File: src/rtl/uart_fe_pkg.sv
package uart_fe_pkg;

  typedef enum logic [2:0] {
    REG_MODE  = 3'd0,
    REG_RATE  = 3'd1,
    REG_CTRL  = 3'd2,
    REG_TXD   = 3'd3,
    REG_STAT  = 3'd4,
    REG_RXD   = 3'd5,
    REG_FCTL  = 3'd6,
    REG_RXCNT = 3'd7
  } reg_addr_e;

  localparam int CTRL_RIE = 0;
  localparam int CTRL_TIE = 1;

  // packed so that bit 0 is data ready, bit 1 tx empty, bit 2 tx done
  typedef struct packed {
    logic tend;
    logic te;
    logic dr;
  } flags_t;

  localparam int FLAG_W = $bits(flags_t);

endpackage

File: src/rtl/uart_fe_rstsync.sv
module uart_fe_rstsync (
  input  logic clk,
  input  logic rst_n,
  output logic rst_n_sync
);
  logic [1:0] sync_q;

  always_ff @(posedge clk or negedge rst_n) begin
    if (!rst_n) sync_q <= 2'b00;
    else        sync_q <= {sync_q[0], 1'b1};
  end

  assign rst_n_sync = sync_q[1];
endmodule

File: src/rtl/uart_fe_cfg.sv
module uart_fe_cfg
  import uart_fe_pkg::*;
#(
  parameter int DATA_W = 16,
  parameter int RATE_W = 8
) (
  input  logic              clk,
  input  logic              rst_n,
  input  logic              wr_en,
  input  reg_addr_e         wr_addr,
  input  logic [DATA_W-1:0] wr_data,
  output logic [DATA_W-1:0] mode_q,
  output logic [RATE_W-1:0] rate_q,
  output logic [DATA_W-1:0] ctrl_q,
  output logic [DATA_W-1:0] fctl_q
);
  logic mode_en, rate_en, ctrl_en, fctl_en;

  // plain storage with explicit enables
  always_comb begin
    mode_en = wr_en && (wr_addr == REG_MODE);
    rate_en = wr_en && (wr_addr == REG_RATE);
    ctrl_en = wr_en && (wr_addr == REG_CTRL);
    fctl_en = wr_en && (wr_addr == REG_FCTL);
  end

  always_ff @(posedge clk or negedge rst_n) begin
    if (!rst_n) begin
      mode_q <= '0;
      rate_q <= '0;
      ctrl_q <= '0;
      fctl_q <= '0;
    end else begin
      if (mode_en) mode_q <= wr_data;
      if (rate_en) rate_q <= wr_data[RATE_W-1:0];
      if (ctrl_en) ctrl_q <= wr_data;
      if (fctl_en) fctl_q <= wr_data;
    end
  end
endmodule

File: src/rtl/uart_fe_flags.sv
module uart_fe_flags
  import uart_fe_pkg::*;
#(
  parameter int BYTE_W         = 8,
  parameter int TX_DELAY_TICKS = 1
) (
  input  logic              clk,
  input  logic              rst_n,
  input  logic              tick,
  input  logic              rx_valid,
  input  logic              rd_rx,
  input  logic              st_wr,
  input  logic [FLAG_W-1:0] st_clr,
  input  logic              tx_wr,
  input  logic [BYTE_W-1:0] tx_byte,
  input  logic              tx_ready,
  output flags_t            flags_q,
  output logic              tx_valid,
  output logic [BYTE_W-1:0] tx_data
);
  localparam int CNT_W = $clog2(TX_DELAY_TICKS + 1);
  localparam logic [CNT_W-1:0] DLY = CNT_W'(TX_DELAY_TICKS);

  logic [CNT_W-1:0] cnt_q, cnt_d;
  flags_t           flags_d;
  logic             fire;
  logic             txv_d;
  logic             txd_en;
  logic [FLAG_W-1:0] clr;

  always_comb begin
    clr  = st_wr ? st_clr : '0;
    // countdown ends on the tick that sees a count of one
    fire = tick && (cnt_q == CNT_W'(1));

    if (tx_wr)                     cnt_d = DLY;
    else if (tick && cnt_q != '0)  cnt_d = cnt_q - CNT_W'(1);
    else                           cnt_d = cnt_q;

    // read clear beats tick set, set beats a status clear
    if (rd_rx)                 flags_d.dr = 1'b0;
    else if (tick && rx_valid) flags_d.dr = 1'b1;
    else                       flags_d.dr = flags_q.dr & ~clr[0];

    flags_d.te   = fire | (flags_q.te   & ~clr[1]);
    flags_d.tend = fire | (flags_q.tend & ~clr[2]);

    // offer held until accepted, a new write replaces it
    txd_en = tx_wr;
    if (tx_wr)                    txv_d = 1'b1;
    else if (tx_valid && tx_ready) txv_d = 1'b0;
    else                          txv_d = tx_valid;
  end

  always_ff @(posedge clk or negedge rst_n) begin
    if (!rst_n) begin
      cnt_q    <= '0;
      flags_q  <= '0;
      tx_valid <= 1'b0;
      tx_data  <= '0;
    end else begin
      cnt_q    <= cnt_d;
      flags_q  <= flags_d;
      tx_valid <= txv_d;
      if (txd_en) tx_data <= tx_byte;
    end
  end
endmodule

File: src/rtl/uart_fe_irq.sv
module uart_fe_irq
  import uart_fe_pkg::*;
(
  input  logic   rie,
  input  logic   tie,
  input  flags_t flags,
  output logic   irq_rx,
  output logic   irq_tx
);
  // levels follow the stored enables and flags directly
  always_comb begin
    irq_rx = rie && flags.dr;
    irq_tx = tie && (flags.te || flags.tend);
  end
endmodule

File: src/rtl/uart_reg_front.sv
module uart_reg_front
  import uart_fe_pkg::*;
#(
  parameter int DATA_W         = 16,
  parameter int BYTE_W         = 8,
  parameter int RATE_W         = 8,
  parameter int TX_DELAY_TICKS = 1
) (
  input  logic              clk,
  input  logic              rst_n,
  input  logic              bus_sel,
  input  logic              bus_wr,
  input  logic [2:0]        bus_addr,
  input  logic [DATA_W-1:0] bus_wdata,
  output logic [DATA_W-1:0] bus_rdata,
  output logic              bus_rvalid,
  input  logic              tick,
  input  logic              rx_valid,
  input  logic [BYTE_W-1:0] rx_data,
  output logic              rx_ready,
  output logic              tx_valid,
  output logic [BYTE_W-1:0] tx_data,
  input  logic              tx_ready,
  output logic              irq_rx,
  output logic              irq_tx
);
  logic              rst_n_sync;
  reg_addr_e         addr;
  logic              wr_en, rd_en;
  logic [DATA_W-1:0] mode_q, ctrl_q, fctl_q;
  logic [RATE_W-1:0] rate_q;
  flags_t            flags_q;
  logic [DATA_W-1:0] rdata_d;

  uart_fe_rstsync u_rst (
    .clk(clk), .rst_n(rst_n), .rst_n_sync(rst_n_sync)
  );

  always_comb begin
    addr  = reg_addr_e'(bus_addr);
    wr_en = bus_sel && bus_wr;
    rd_en = bus_sel && !bus_wr;
  end

  uart_fe_cfg #(.DATA_W(DATA_W), .RATE_W(RATE_W)) u_cfg (
    .clk(clk), .rst_n(rst_n_sync), .wr_en(wr_en), .wr_addr(addr),
    .wr_data(bus_wdata), .mode_q(mode_q), .rate_q(rate_q),
    .ctrl_q(ctrl_q), .fctl_q(fctl_q)
  );

  uart_fe_flags #(.BYTE_W(BYTE_W), .TX_DELAY_TICKS(TX_DELAY_TICKS)) u_flags (
    .clk(clk), .rst_n(rst_n_sync), .tick(tick), .rx_valid(rx_valid),
    .rd_rx(rx_ready),
    .st_wr(wr_en && addr == REG_STAT), .st_clr(bus_wdata[FLAG_W-1:0]),
    .tx_wr(wr_en && addr == REG_TXD), .tx_byte(bus_wdata[BYTE_W-1:0]),
    .tx_ready(tx_ready), .flags_q(flags_q),
    .tx_valid(tx_valid), .tx_data(tx_data)
  );

  uart_fe_irq u_irq (
    .rie(ctrl_q[CTRL_RIE]), .tie(ctrl_q[CTRL_TIE]), .flags(flags_q),
    .irq_rx(irq_rx), .irq_tx(irq_tx)
  );

  // pop the receiver on a data read
  assign rx_ready = rd_en && (addr == REG_RXD);

  // read mux, registered one cycle
  always_comb begin
    unique case (addr)
      REG_MODE:  rdata_d = mode_q;
      REG_RATE:  rdata_d = DATA_W'(rate_q);
      REG_CTRL:  rdata_d = ctrl_q;
      REG_TXD:   rdata_d = '0;
      REG_STAT:  rdata_d = DATA_W'(flags_q);
      REG_RXD:   rdata_d = rx_valid ? DATA_W'(rx_data) : '0;
      REG_FCTL:  rdata_d = fctl_q;
      REG_RXCNT: rdata_d = DATA_W'(rx_valid);
      default:   rdata_d = '0;
    endcase
  end

  always_ff @(posedge clk or negedge rst_n_sync) begin
    if (!rst_n_sync) begin
      bus_rdata  <= '0;
      bus_rvalid <= 1'b0;
    end else begin
      bus_rvalid <= rd_en;
      if (rd_en) bus_rdata <= rdata_d;
    end
  end
endmodule

File: config.mk
export PLATFORM = sky130hd
export DESIGN_NAME = uart_reg_front
export DESIGN_NICKNAME = d
export VERILOG_FILES = /design/src/rtl/uart_fe_pkg.sv /design/src/rtl/uart_fe_rstsync.sv /design/src/rtl/uart_fe_cfg.sv /design/src/rtl/uart_fe_flags.sv /design/src/rtl/uart_fe_irq.sv /design/src/rtl/uart_reg_front.sv
export SDC_FILE = /design/constraint.sdc
export NUM_CORES = 1
export LEC_CHECK = 0
export BUFFER_PORTS_ARGS = -buffer_cell sky130_fd_sc_hd__buf_2
export CORE_AREA = 3 3 88 99
export DETAILED_ROUTE_END_ITERATION = 7
export DIE_AREA = 0 0 91 102
export PLACE_DENSITY = 0.71
export SLEW_MARGIN = 20
export SYNTH_ARGS = -nofsm -noshare
export SYNTH_HDL_FRONTEND = slang
export SYNTH_SLANG_ARGS = --single-unit
File: constraint.sdc
create_clock -name clk -period 4.3 [get_ports clk]
set_clock_uncertainty 0.1 [all_clocks]
set_input_delay 0.215 -clock clk [delete_from_list [all_inputs] [get_ports clk]]
set_output_delay 0.215 -clock clk [all_outputs]
set_load 0.03 [all_outputs]
==> summary.md, run 1 <==
| Metric | Value |
|---|---|
| Post-Syn Instances | between 200 and 300 |
| CP startpoint kind | input pin |
| Switching share of power | 28.9% |
| Final Hold Fails | 0 |
| Pint | 1.57 mW |
| Synthesized Nets | ~330 |
| Total track usage | a little under a fifth |
| Cts bufs inserted | 9 |
| CTS tree | built |
| Routed Antenna Nets | 0 |
| Sw Pwr | roughly 0.64 mW |
| Starting Density | between 40% and 50% |
| Critical path class | in2out |
| Commonest non-fill, non-tap cell in the layout | dfrtp_1 |
| DP Area | roughly 0.0042 sq mm |
| Seq pwr share | around half |
| Worst slew pin tran | 0.987 ns |
| Vias per cell | roughly 5.5 |
| Port Buffer Count | between 60 and 70 |
| Post-Route WL | 8410 um |
| Post-synthesis sequential area ratio | 56.8% |
| Most frequent cells in the layout | dfrtp_1 (87), buf_2 (62), mux2_2 (40) |
| Hold slack | slightly above 0.02 ns |
| Cell area after layout | about 0.0045 sq mm |
| CP startpoint | bus_wr |
| DRT Pass-1 Iters | 4 |
| Core box area | 0.00783 sq mm |
| Worst path most repeated cell | buf_2 |
| Max cap viols | 0 |
| Leak pwr | 2.22 nW |
| Max incr delay on CP | 0.73 ns |
| Tmin final | between 2 and 2.5 ns |
| ANT cells | 0 |
| Max rail drop VDD | 0.244 mV |
| Worst Path Required | roughly 4 ns |
| CP max-delay cell | nand2b_1 |
| Power share of the clock group | between 20% and 30% |
| DPL Wire Length | between 5000 and 6000 um |
| Total Neg Setup Slack | 0 ns |
| Worst Hold Depth | 2 |
| Vias | 2548 |
| Chip height | ~100 um |
| Depth of the CTS H-tree | 3 |
| Vias in the first global route | 2619 |
| Crit-path leading delay family | simple AND/OR/NAND/NOR gates |
| GRT overflow | 0 |
| Die area | between 0.009 and 0.01 sq mm |
| Drt wl/cell | about 18 um |
| Root Driver | clkbuf_8 |
| Relative slew slack | 34.2% |
| DRC | 0 |
| RR Startpoint | u_cfg.rate_q[1]$_DFFE_PN0P_ |
| Synth cell types | 33 |
| Syn. warnings | 0 |
| 1st-iter DRT viols | 152 |
| Arr. time, crit path | around 1.8 ns |
| Resize count post-CTS | 0 |
| Setup bufs post-CTS | 0 |
| Crit path cell chain | buf_2 -> nand2b_1 -> inv_1 -> and3_1 -> buf_2 |
| RSZ-0062 raised after global routing | no |
| Post-synthesis cell area | between 0.003 and 0.004 sq mm |
| Clock Path Buffers | 2 |
| Power per cell area | between 400 and 500 mW/mm^2 |
| Yosys reg bits | 88 |
| # setup viols final | 0 |
| Mapped Avg Cell Area | 13.3 sq um |
| I/O pin count | 63 |
| CP max FO | 23 |
| Gate power share | between 20% and 30% |
| Critical path endpoint category | output pin |
| Reg2Reg Depth | 4 |
| CTS clk-pin slew, worst paths | 0.10 ns |
| Sink Count | 88 |
| Share of layout cells above drive strength 1 | 40.3% |
| Hold Crit Class | in2reg |
| Hold wc startpoint | bus_wdata[15] |
| Buf/Inv on CP | 3 |
| First-pass GRT wire length | ~13000 um |
| Worst-Skew Late Latency | around 0.36 ns |
| Standard-cell row count | 34 |
| Fin nets | ~390 |
| Fin crit share | roughly 50% |
| Slew Limit Fails | 0 |
| Worst path depth | 5 |
| Die X | between 90 and 100 um |
| Largest net degree at the start of global routing | 87 |
| Area growth from synthesis to layout | 16.6% |
| Status | complete, no violations |
| Fmax | between 400 and 500 MHz |
| Initial antenna violation count | 0 |
| Routability Congestion | 0.846 |
[metal layers]
| metal | wire length (um) | global-route usage, % |
|---|---|---|
| met4 | 137 | 7.89 |
| met2 | 4150 | 31.7 |
| met3 | 368 | 3.53 |
| met5 | 0 | 0 |
| met1 | 3760 | 23.6 |
[sequential cells by signal (all words and copies together) (netlist names)]
register,count
u_cfg.ctrl_q,16
u_flags.tx_valid,1
u_rst.sync_q,2
bus_rvalid,1
u_flags.tx_data,8
u_flags.cnt_q,1
u_cfg.mode_q,16
u_cfg.fctl_q,16
u_cfg.rate_q,8
u_flags.flags_q,3
bus_rdata,16
[final timing paths]
kind	endpoint	slack, ns
min in group asynchronous	u_rst.sync_q[1]$_DFF_PN0_	0.04
hold reg to reg	u_cfg.rate_q[5]$_DFFE_PN0P_	0.16
max in group asynchronous	bus_rdata[12]$_DFFE_PN0N_	3.33
hold / removal	u_cfg.fctl_q[15]$_DFFE_PN0P_	0.02
setup reg to reg	bus_rdata[1]$_DFFE_PN0N_	2.94
setup / recovery	rx_ready	2.21
[worst reg2reg max path: stages (launching register included)]
cell and delay, ns:
dfrtp_1 0.39, mux2i_1 0.20, o22ai_1 0.11, and3_1 0.20, a221o_1 0.26
[what timing repair did]
item                                    CTS  global route
hold buffers                              2             0
endpoints found under the setup margin    0             0
endpoints found under the hold margin     3             0
[through the flow]
step           setup WS [ns]  instances  power [mW]  utilization (%)
2_1_floorplan           1.57        291        1.44                -
3_3_place_gp            1.94        446        1.55             54.3
3_5_place_dp            1.85        446        1.58             54.3
4_1_cts                 2.19        464        2.22             57.4
5_1_grt                 2.09        465        2.31             57.8
6_report                2.21        465        2.21             57.8
[kinds of logic after synthesis]
group	count (synthesis)	share of synthesized area, %
mux	82	25.2
flops	88	56.8
other cells	1	0.0967
simple gates	51	6.23
compound gates	48	9.06
buf+inv	21	2.64
[power by group through the flow]
stage | Clock, mW | Combinational (mW) | Sequential (mW)
after floorplan | 0 | 0.263 | 1.17
after global placement | 0 | 0.443 | 1.11
after detailed placement | 0 | 0.457 | 1.12
after CTS | 0.658 | 0.460 | 1.10
after global routing | 0.692 | 0.506 | 1.11
final | 0.648 | 0.468 | 1.09
[synthesized netlist by cell type, drive strengths merged]
master	count	share of area, %
dfrtp	88	57
mux2	65	21
nand2	23	2.2
mux2i	17	4.4
nor2	13	1.5
buf	11	1.7
o21ai	11	1.4
a22o	10	2.3
inv	6	0.58
a211oi	5	0.97
a221oi	5	1.1
o22ai	5	0.81
o31ai	5	0.97
clkbuf	4	0.39
and2	3	0.48
and3	3	0.48
nor2b	3	0.48
a221o	2	0.52
nand2b	2	0.32
or3	2	0.32
a21o	1	0.19
a21oi	1	0.13
a222oi	1	0.26
conb	1	0.097
nand3	1	0.26
nand3b	1	0.19
o21a	1	0.19
o41ai	1	0.23
[final cells by class]
| class | instances | area, sq um |
|---|---|---|
| sequential | 88 | 2210 |
| multi-input combinational | 182 | 1570 |
| fill | 668 | 3300 |
| tap | 108 | 135 |
| clock inverter | 6 | 91.3 |
| inverter | 6 | 22.5 |
| clock buffer | 10 | 138 |
| timing repair buffer | 65 | 358 |
Power figures use the tool's default switching activity.
==> inputs of run 2 (changes only) <==
Clock period 4.3 ns to 2.02 ns, I/O delays scaled along.
==> run 2 against run 1 <==
Global-route usage rose by 0.83 points. Total power is 110% higher. Die area is the same. Combinational power is 120% higher. Non-clock buffer count rose by 36. Final area is 6.6% higher. Sequential power grew 110%. Critical path depth increased by 2. Hold slack better by 0.019 ns. Critical path type unchanged.
==> summary.md, run 2 (synthesis gave the netlist of run 1 again) <==
| Metric | Value |
|---|---|
| Status | complete, no violations (unchanged) |
| Worst-Skew Late Latency | 0.35 ns (was 0.36 ns) |
| Sink Count | 88 (unchanged) |
| Clock Path Buffers | 2 (unchanged) |
| RSZ-0062 raised after global routing | no (unchanged) |
| Max cap viols | 0 (unchanged) |
| Standard-cell row count | 34 (unchanged) |
| Root Driver | clkbuf_8 (unchanged) |
| Starting Density | 49.6% (unchanged) |
| Worst R2R End | bus_rdata[1]$_DFFE_PN0N_ (unchanged) |
| DRC | 0 (unchanged) |
| Tmin final | between 1.5 and 2 ns |
| Worst slew pin tran | 0.503 ns (was 0.987 ns) |
| Routed Antenna Nets | 0 (unchanged) |
| Routability Congestion | 0.806 (was 0.846) |
| Arr. time, crit path | 1.72 ns (was 1.78 ns) |
| Fin nets | 422 (was 386) |
| CTS tree | built (unchanged) |
| Chip height | 102 um (unchanged) |
| Vias in the first global route | 2777 (was 2619) |
| WHS Endpoint | bus_rdata[5]$_DFFE_PN0N_ (was u_cfg.fctl_q[15]$_DFFE_PN0P_) |
| R2R Setup Slk | 0.69 ns (was 2.94 ns) |
| Hold Crit Class | in2reg (unchanged) |
| Port Buffer Count | 62 (unchanged) |
| Hold wc startpoint | rx_data[5] (was bus_wdata[15]) |
| First-pass GRT wire length | 14100 um (was 13400 um) |
| Leak pwr | 2.35 nW (was 2.22 nW) |
| Relative slew slack | 66.5% (was 34.2%) |
| Final Hold Fails | 0 (unchanged) |
| Die X | 91 um (unchanged) |
| Most frequent cells in the layout | dfrtp_1 (87), buf_2 (61), mux2_2 (40) (was dfrtp_1 (87), buf_2 (62), mux2_2 (40)) |
| Core box area | 0.00783 sq mm (unchanged) |
| Critical path class | in2out (unchanged) |
| Drt wl/cell | 17.2 um (was 18.1 um) |
| Total track usage | 19.5% (was 18.6%) |
| Worst Hold Depth | 3 (was 2) |
| Vias per cell | 5.33 (was 5.48) |
| Share of layout cells above drive strength 1 | 39.9% (was 40.3%) |
| CP startpoint kind | input pin (unchanged) |
| CTS clk-pin slew, worst paths | 0.08 ns (was 0.10 ns) |
| Vias | 2661 (was 2548) |
| ANT cells | 0 (unchanged) |
| CP max FO | 20 (was 23) |
| 1st-iter DRT viols | 110 (was 152) |
| RR Startpoint | u_cfg.rate_q[1]$_DFFE_PN0P_ (unchanged) |
| Post-route total power | 4.64 mW (was 2.21 mW) |
| Die area | 0.00928 sq mm (unchanged) |
| Commonest non-fill, non-tap cell in the layout | dfrtp_1 (unchanged) |
| I/O pin count | 63 (unchanged) |
| Max rail drop VDD | 0.527 mV (was 0.244 mV) |
| Slew Limit Fails | 0 (unchanged) |
| Post-Route WL | 8560 um (was 8410 um) |
| Power per cell area | 961 mW/mm^2 (was 488 mW/mm^2) |
| Worst Path Required | 1.82 ns (was 3.98 ns) |
| Fmax | around 520 MHz |
| # setup viols final | 0 (unchanged) |
| GRT overflow | 0 (unchanged) |
| Area growth from synthesis to layout | 24.3% (was 16.6%) |
| Largest net degree at the start of global routing | 44 (was 87) |
| Setup bufs post-CTS | 0 (unchanged) |
| DRT Pass-1 Iters | 5 (was 4) |
| Cts bufs inserted | 9 (unchanged) |
| DPL Wire Length | 5950 um (was 5620 um) |
| Total Neg Setup Slack | 0 ns (unchanged) |
| Initial antenna violation count | 0 (unchanged) |
| Critical path endpoint category | output pin (unchanged) |
| Fin crit share | ~95% |
| Depth of the CTS H-tree | 3 (unchanged) |
| Reg2Reg Depth | 4 (unchanged) |
## run 2: changes by cell type in the layout (fill, tap and decap cells not counted), sizes merged
cell / change
clkbuf: +1
dlygate4sd3: +22
clkinv: -2
clkinvlp: +1
buf: +13
inv: -1
## run 2: how the worst max path moves through the flow
stage | end | startpoint | depth (start not counted)
6_report | rx_ready | bus_addr[1] | 7
5_1_grt | rx_ready | bus_addr[1] | 7
4_1_cts | rx_ready | bus_addr[1] | 7
3_5_place_dp | bus_rdata[6]$_DFFE_PN0N_ | bus_addr[1] | 6
3_3_place_gp | bus_rdata[3]$_DFFE_PN0N_ | bus_addr[1] | 6
2_1_floorplan | bus_rdata[0]$_DFFE_PN0N_ | u_rst.sync_q[1]$_DFF_PN0_ | 0
## run 2: cell type report
cell class | instances | area (sq um)
clock buffer | 10 | 128
tap | 108 | 135
multi-input combinational | 182 | 1580
inverter | 6 | 22.5
sequential | 88 | 2210
timing repair buffer | 101 | 682
clock inverter | 4 | 72.6
fill | 646 | 3010
## run 2: report_power, final
group	switching, mW	leakage (nW)	internal (mW)
clock	0.584	0.0982	0.682
combinational	0.511	1.17	0.525
sequential	0.212	1.09	2.12
## run 2: what timing repair did
| action | CTS | global route |
|---|---|---|
| hold endpoints to repair | 71 | 0 |
| setup endpoints to repair | 0 | 3 |
| hold buffers | 24 | 0 |
| gates resized for setup | 0 | 3 |
## run 2: through the flow
stage	std cells	setup slack, ns	cell area (sq um)	utilization [%]	hold WS [ns]
after floorplan	291	0.435	3880	-	-0.295
after global placement	461	0.455	4370	55.9	-0.214
after detailed placement	461	0.353	4370	55.9	-0.212
after CTS	499	0.0313	4810	61.5	0.0334
after global routing	499	0.0501	4820	61.6	0.0533
final	499	0.0995	4820	61.6	0.0398
## run 2: metal layers
metal / share of wire, % / vias to the layer above / GRT usage (%)
li1: - / 1244 / -
met1: 45 / 1344 / 25.6
met2: 49 / 62 / 32.8
met3: 4.0 / 11 / 4.20
met4: 1.2 / 0 / 5.92
met5: 0 / - / 0
## run 2: worst max-delay path, stage by stage
cell and delay (ns):
dlygate4sd3_1 0.54, buf_2 0.15, buf_6 0.19, nor2b_1 0.15, buf_4 0.16, and3_1 0.21, clkbuf_4 0.21
==> inputs of run 3 (changes only) <==
--- a/config.mk
+++ b/config.mk
@@ -11,2 +11,3 @@
 export DIE_AREA = 0 0 91 102
+export MAX_ROUTING_LAYER = met4
 export PLACE_DENSITY = 0.71
==> constraint.sdc (replaced) <==
create_clock -name clk -period 2.3 [get_ports clk]
set_clock_uncertainty 0.1 [all_clocks]
set_input_delay 0.23 -clock clk [delete_from_list [all_inputs] [get_ports clk]]
set_output_delay 0.23 -clock clk [all_outputs]
set_load 0.03 [all_outputs]
==> run 3 against run 2 <==
Total power is 7.0% lower. First-iteration DRC count is 31% lower. Flip-flop and latch count stayed put. Clock power is 9% higher. Sequential share of layout area is 1.8 points higher.
==> summary.md, run 3 (synthesis gave the netlist of run 1 again) <==
| Metric | Value |
|---|---|
| Placed Instances | 458 (was 461) |
| Max rail drop VDD | 0.503 mV (was 0.527 mV) |
| ANT cells | 0 (unchanged) |
| Max cap viols | 0 (unchanged) |
| Vias in the first global route | 2697 (was 2777) |
| Root Driver | clkbuf_8 (unchanged) |
| Worst slew pin tran | 0.797 ns (was 0.503 ns) |
| Final Hold Fails | 0 (unchanged) |
| Total Neg Setup Slack | 0 ns (unchanged) |
| Vias per cell | 5.49 (was 5.33) |
| Critical path class | in2out (unchanged) |
| Fin nets | 397 (was 422) |
| CTS clk-pin slew, worst paths | 0.09 ns (was 0.08 ns) |
| Routed Antenna Nets | 0 (unchanged) |
| Clock Path Buffers | 2 (unchanged) |
| Vias | 2611 (was 2661) |
| Drt wl/cell | 17.8 um (was 17.2 um) |
| Fin crit share | between 70% and 80% |
| Fin cells | 476 (was 499) |
| DPL Wire Length | 5900 um (was 5950 um) |
| DRT Pass-1 Iters | 4 (was 5) |
| Slew Limit Fails | 0 (unchanged) |
| Standard-cell row count | 34 (unchanged) |
| Cts bufs inserted | 9 (unchanged) |
| DRC | 0 (unchanged) |
| Total track usage | 20.0% (was 19.5%) |
| Arr. time, crit path | 1.39 ns (was 1.72 ns) |
| Power per cell area | 929 mW/mm^2 (was 961 mW/mm^2) |
| Worst-Skew Late Latency | 0.35 ns (about the same) |
| Die X | 91 um (unchanged) |
| CP startpoint kind | input pin (unchanged) |
| Hold Crit Class | in2reg (unchanged) |
| Post-Route WL | 8450 um (was 8560 um) |
| Resize count post-CTS | 0 (unchanged) |
| # setup viols final | 0 (unchanged) |
| Filler cells | 685 (was 646) |
| Die area | 0.00928 sq mm (unchanged) |
| Depth of the CTS H-tree | 3 (unchanged) |
| Tmin final | 1.72 ns |
| GRT overflow | 0 (unchanged) |
| Status | complete, no violations (unchanged) |
| Leak pwr | 2.28 nW (was 2.35 nW) |
| Sink Count | 88 (unchanged) |
| Critical path endpoint category | output pin (unchanged) |
| Worst Path Required | 1.97 ns (was 1.82 ns) |
| Starting Density | 49.6% (unchanged) |
| Initial antenna violation count | 0 (unchanged) |
| Commonest non-fill, non-tap cell in the layout | dfrtp_1 (unchanged) |
| Register area | 0.00221 sq mm (unchanged) |
| I/O pin count | 63 (unchanged) |
| First-pass GRT wire length | 13900 um (was 14100 um) |
| Port Buffer Count | 62 (unchanged) |
| Core box area | 0.00783 sq mm (unchanged) |
| Most frequent cells in the layout | dfrtp_1 (87), buf_2 (62), mux2_2 (40) (was dfrtp_1 (87), buf_2 (61), mux2_2 (40)) |
| Relative slew slack | 46.7% (was 66.5%) |
| Fmax | 580 MHz |
| CTS tree | built (unchanged) |
| Area occupied by multi-input gates | 0.00157 sq mm (was 0.00158 sq mm) |
| Routability Congestion | 0.798 (was 0.806) |
| Largest net degree at the start of global routing | 51 (was 44) |
| Area growth from synthesis to layout | 19.6% (was 24.3%) |
| Chip height | 102 um (unchanged) |
| Setup bufs post-CTS | 0 (unchanged) |
| CP max FO | 13 (was 20) |
| RSZ-0062 raised after global routing | no (unchanged) |
| 1st-iter DRT viols | 76 (was 110) |
| Share of layout cells above drive strength 1 | 41.8% (was 39.9%) |
-- run 3: what timing repair did --
action / in CTS / in global routing
hold buffers: 2 / 0
endpoints found under the hold margin: 3 / 0
endpoints found under the setup margin: 0 / 0
-- run 3: final timing paths --
path | startpoint | cells after the start | end | slack [ns]
max | bus_wr | 5 | rx_ready | 0.58
min | tick | 2 | u_flags.cnt_q$_DFFE_PN0P_ | 0.03
max reg2reg | u_cfg.rate_q[1]$_DFFE_PN0P_ | 4 | bus_rdata[1]$_DFFE_PN0N_ | 0.95
min reg2reg | u_rst.sync_q[0]$_DFF_PN0_ | 0 | u_rst.sync_q[1]$_DFF_PN0_ | 0.26
max in group asynchronous | u_rst.sync_q[1]$_DFF_PN0_ | 1 | bus_rdata[13]$_DFFE_PN0N_ | 1.17
min in group asynchronous | rst_n | 2 | u_rst.sync_q[1]$_DFF_PN0_ | 0.08
-- run 3: routing by layer --
| layer | global-route usage, % | vias to the layer above | share of wire (%) |
|---|---|---|---|
| met1 | 25.2 | 1340 | 45 |
| met2 | 31.1 | 65 | 49 |
| met5 | - | - | 0 |
| li1 | - | 1192 | - |
| met4 | 8.82 | 0 | 1.7 |
| met3 | 4.49 | 14 | 3.8 |
-- run 3: worst max-delay path, cell delays in order --
cell and delay [ns]:
buf_2 0.11, nand2b_1 0.38, inv_1 0.23, and3_1 0.23, buf_2 0.21
-- run 3: area by class of cell --
type | instances | share of cell area (%)
Clock buffer | 11 | 3.05
Clock inverter | 5 | 2.75
Inverter | 6 | 0.485
Multi-Input combinational cell | 182 | 33.9
Sequential cell | 88 | 47.5
Tap cell | 108 | 2.91
Timing Repair Buffer | 76 | 9.33
-- run 3: stage by stage --
step	instance area [sq um]	hold slack (ns)	setup WS [ns]	util, %	total power [mW]
after floorplan	3880	-0.166	0.678	-	2.68
after global placement	4350	-0.0854	0.416	55.6	2.92
after detailed placement	4350	-0.0826	0.392	55.6	2.96
after CTS	4640	0.0186	0.565	59.3	4.36
after global routing	4640	0.0293	0.470	59.3	4.53
final	4640	0.0310	0.575	59.3	4.31
-- run 3: report_power, final --
part	internal (mW)	switching, mW
registers	1.86	0.191
logic	0.436	0.438
clock network	0.862	0.521
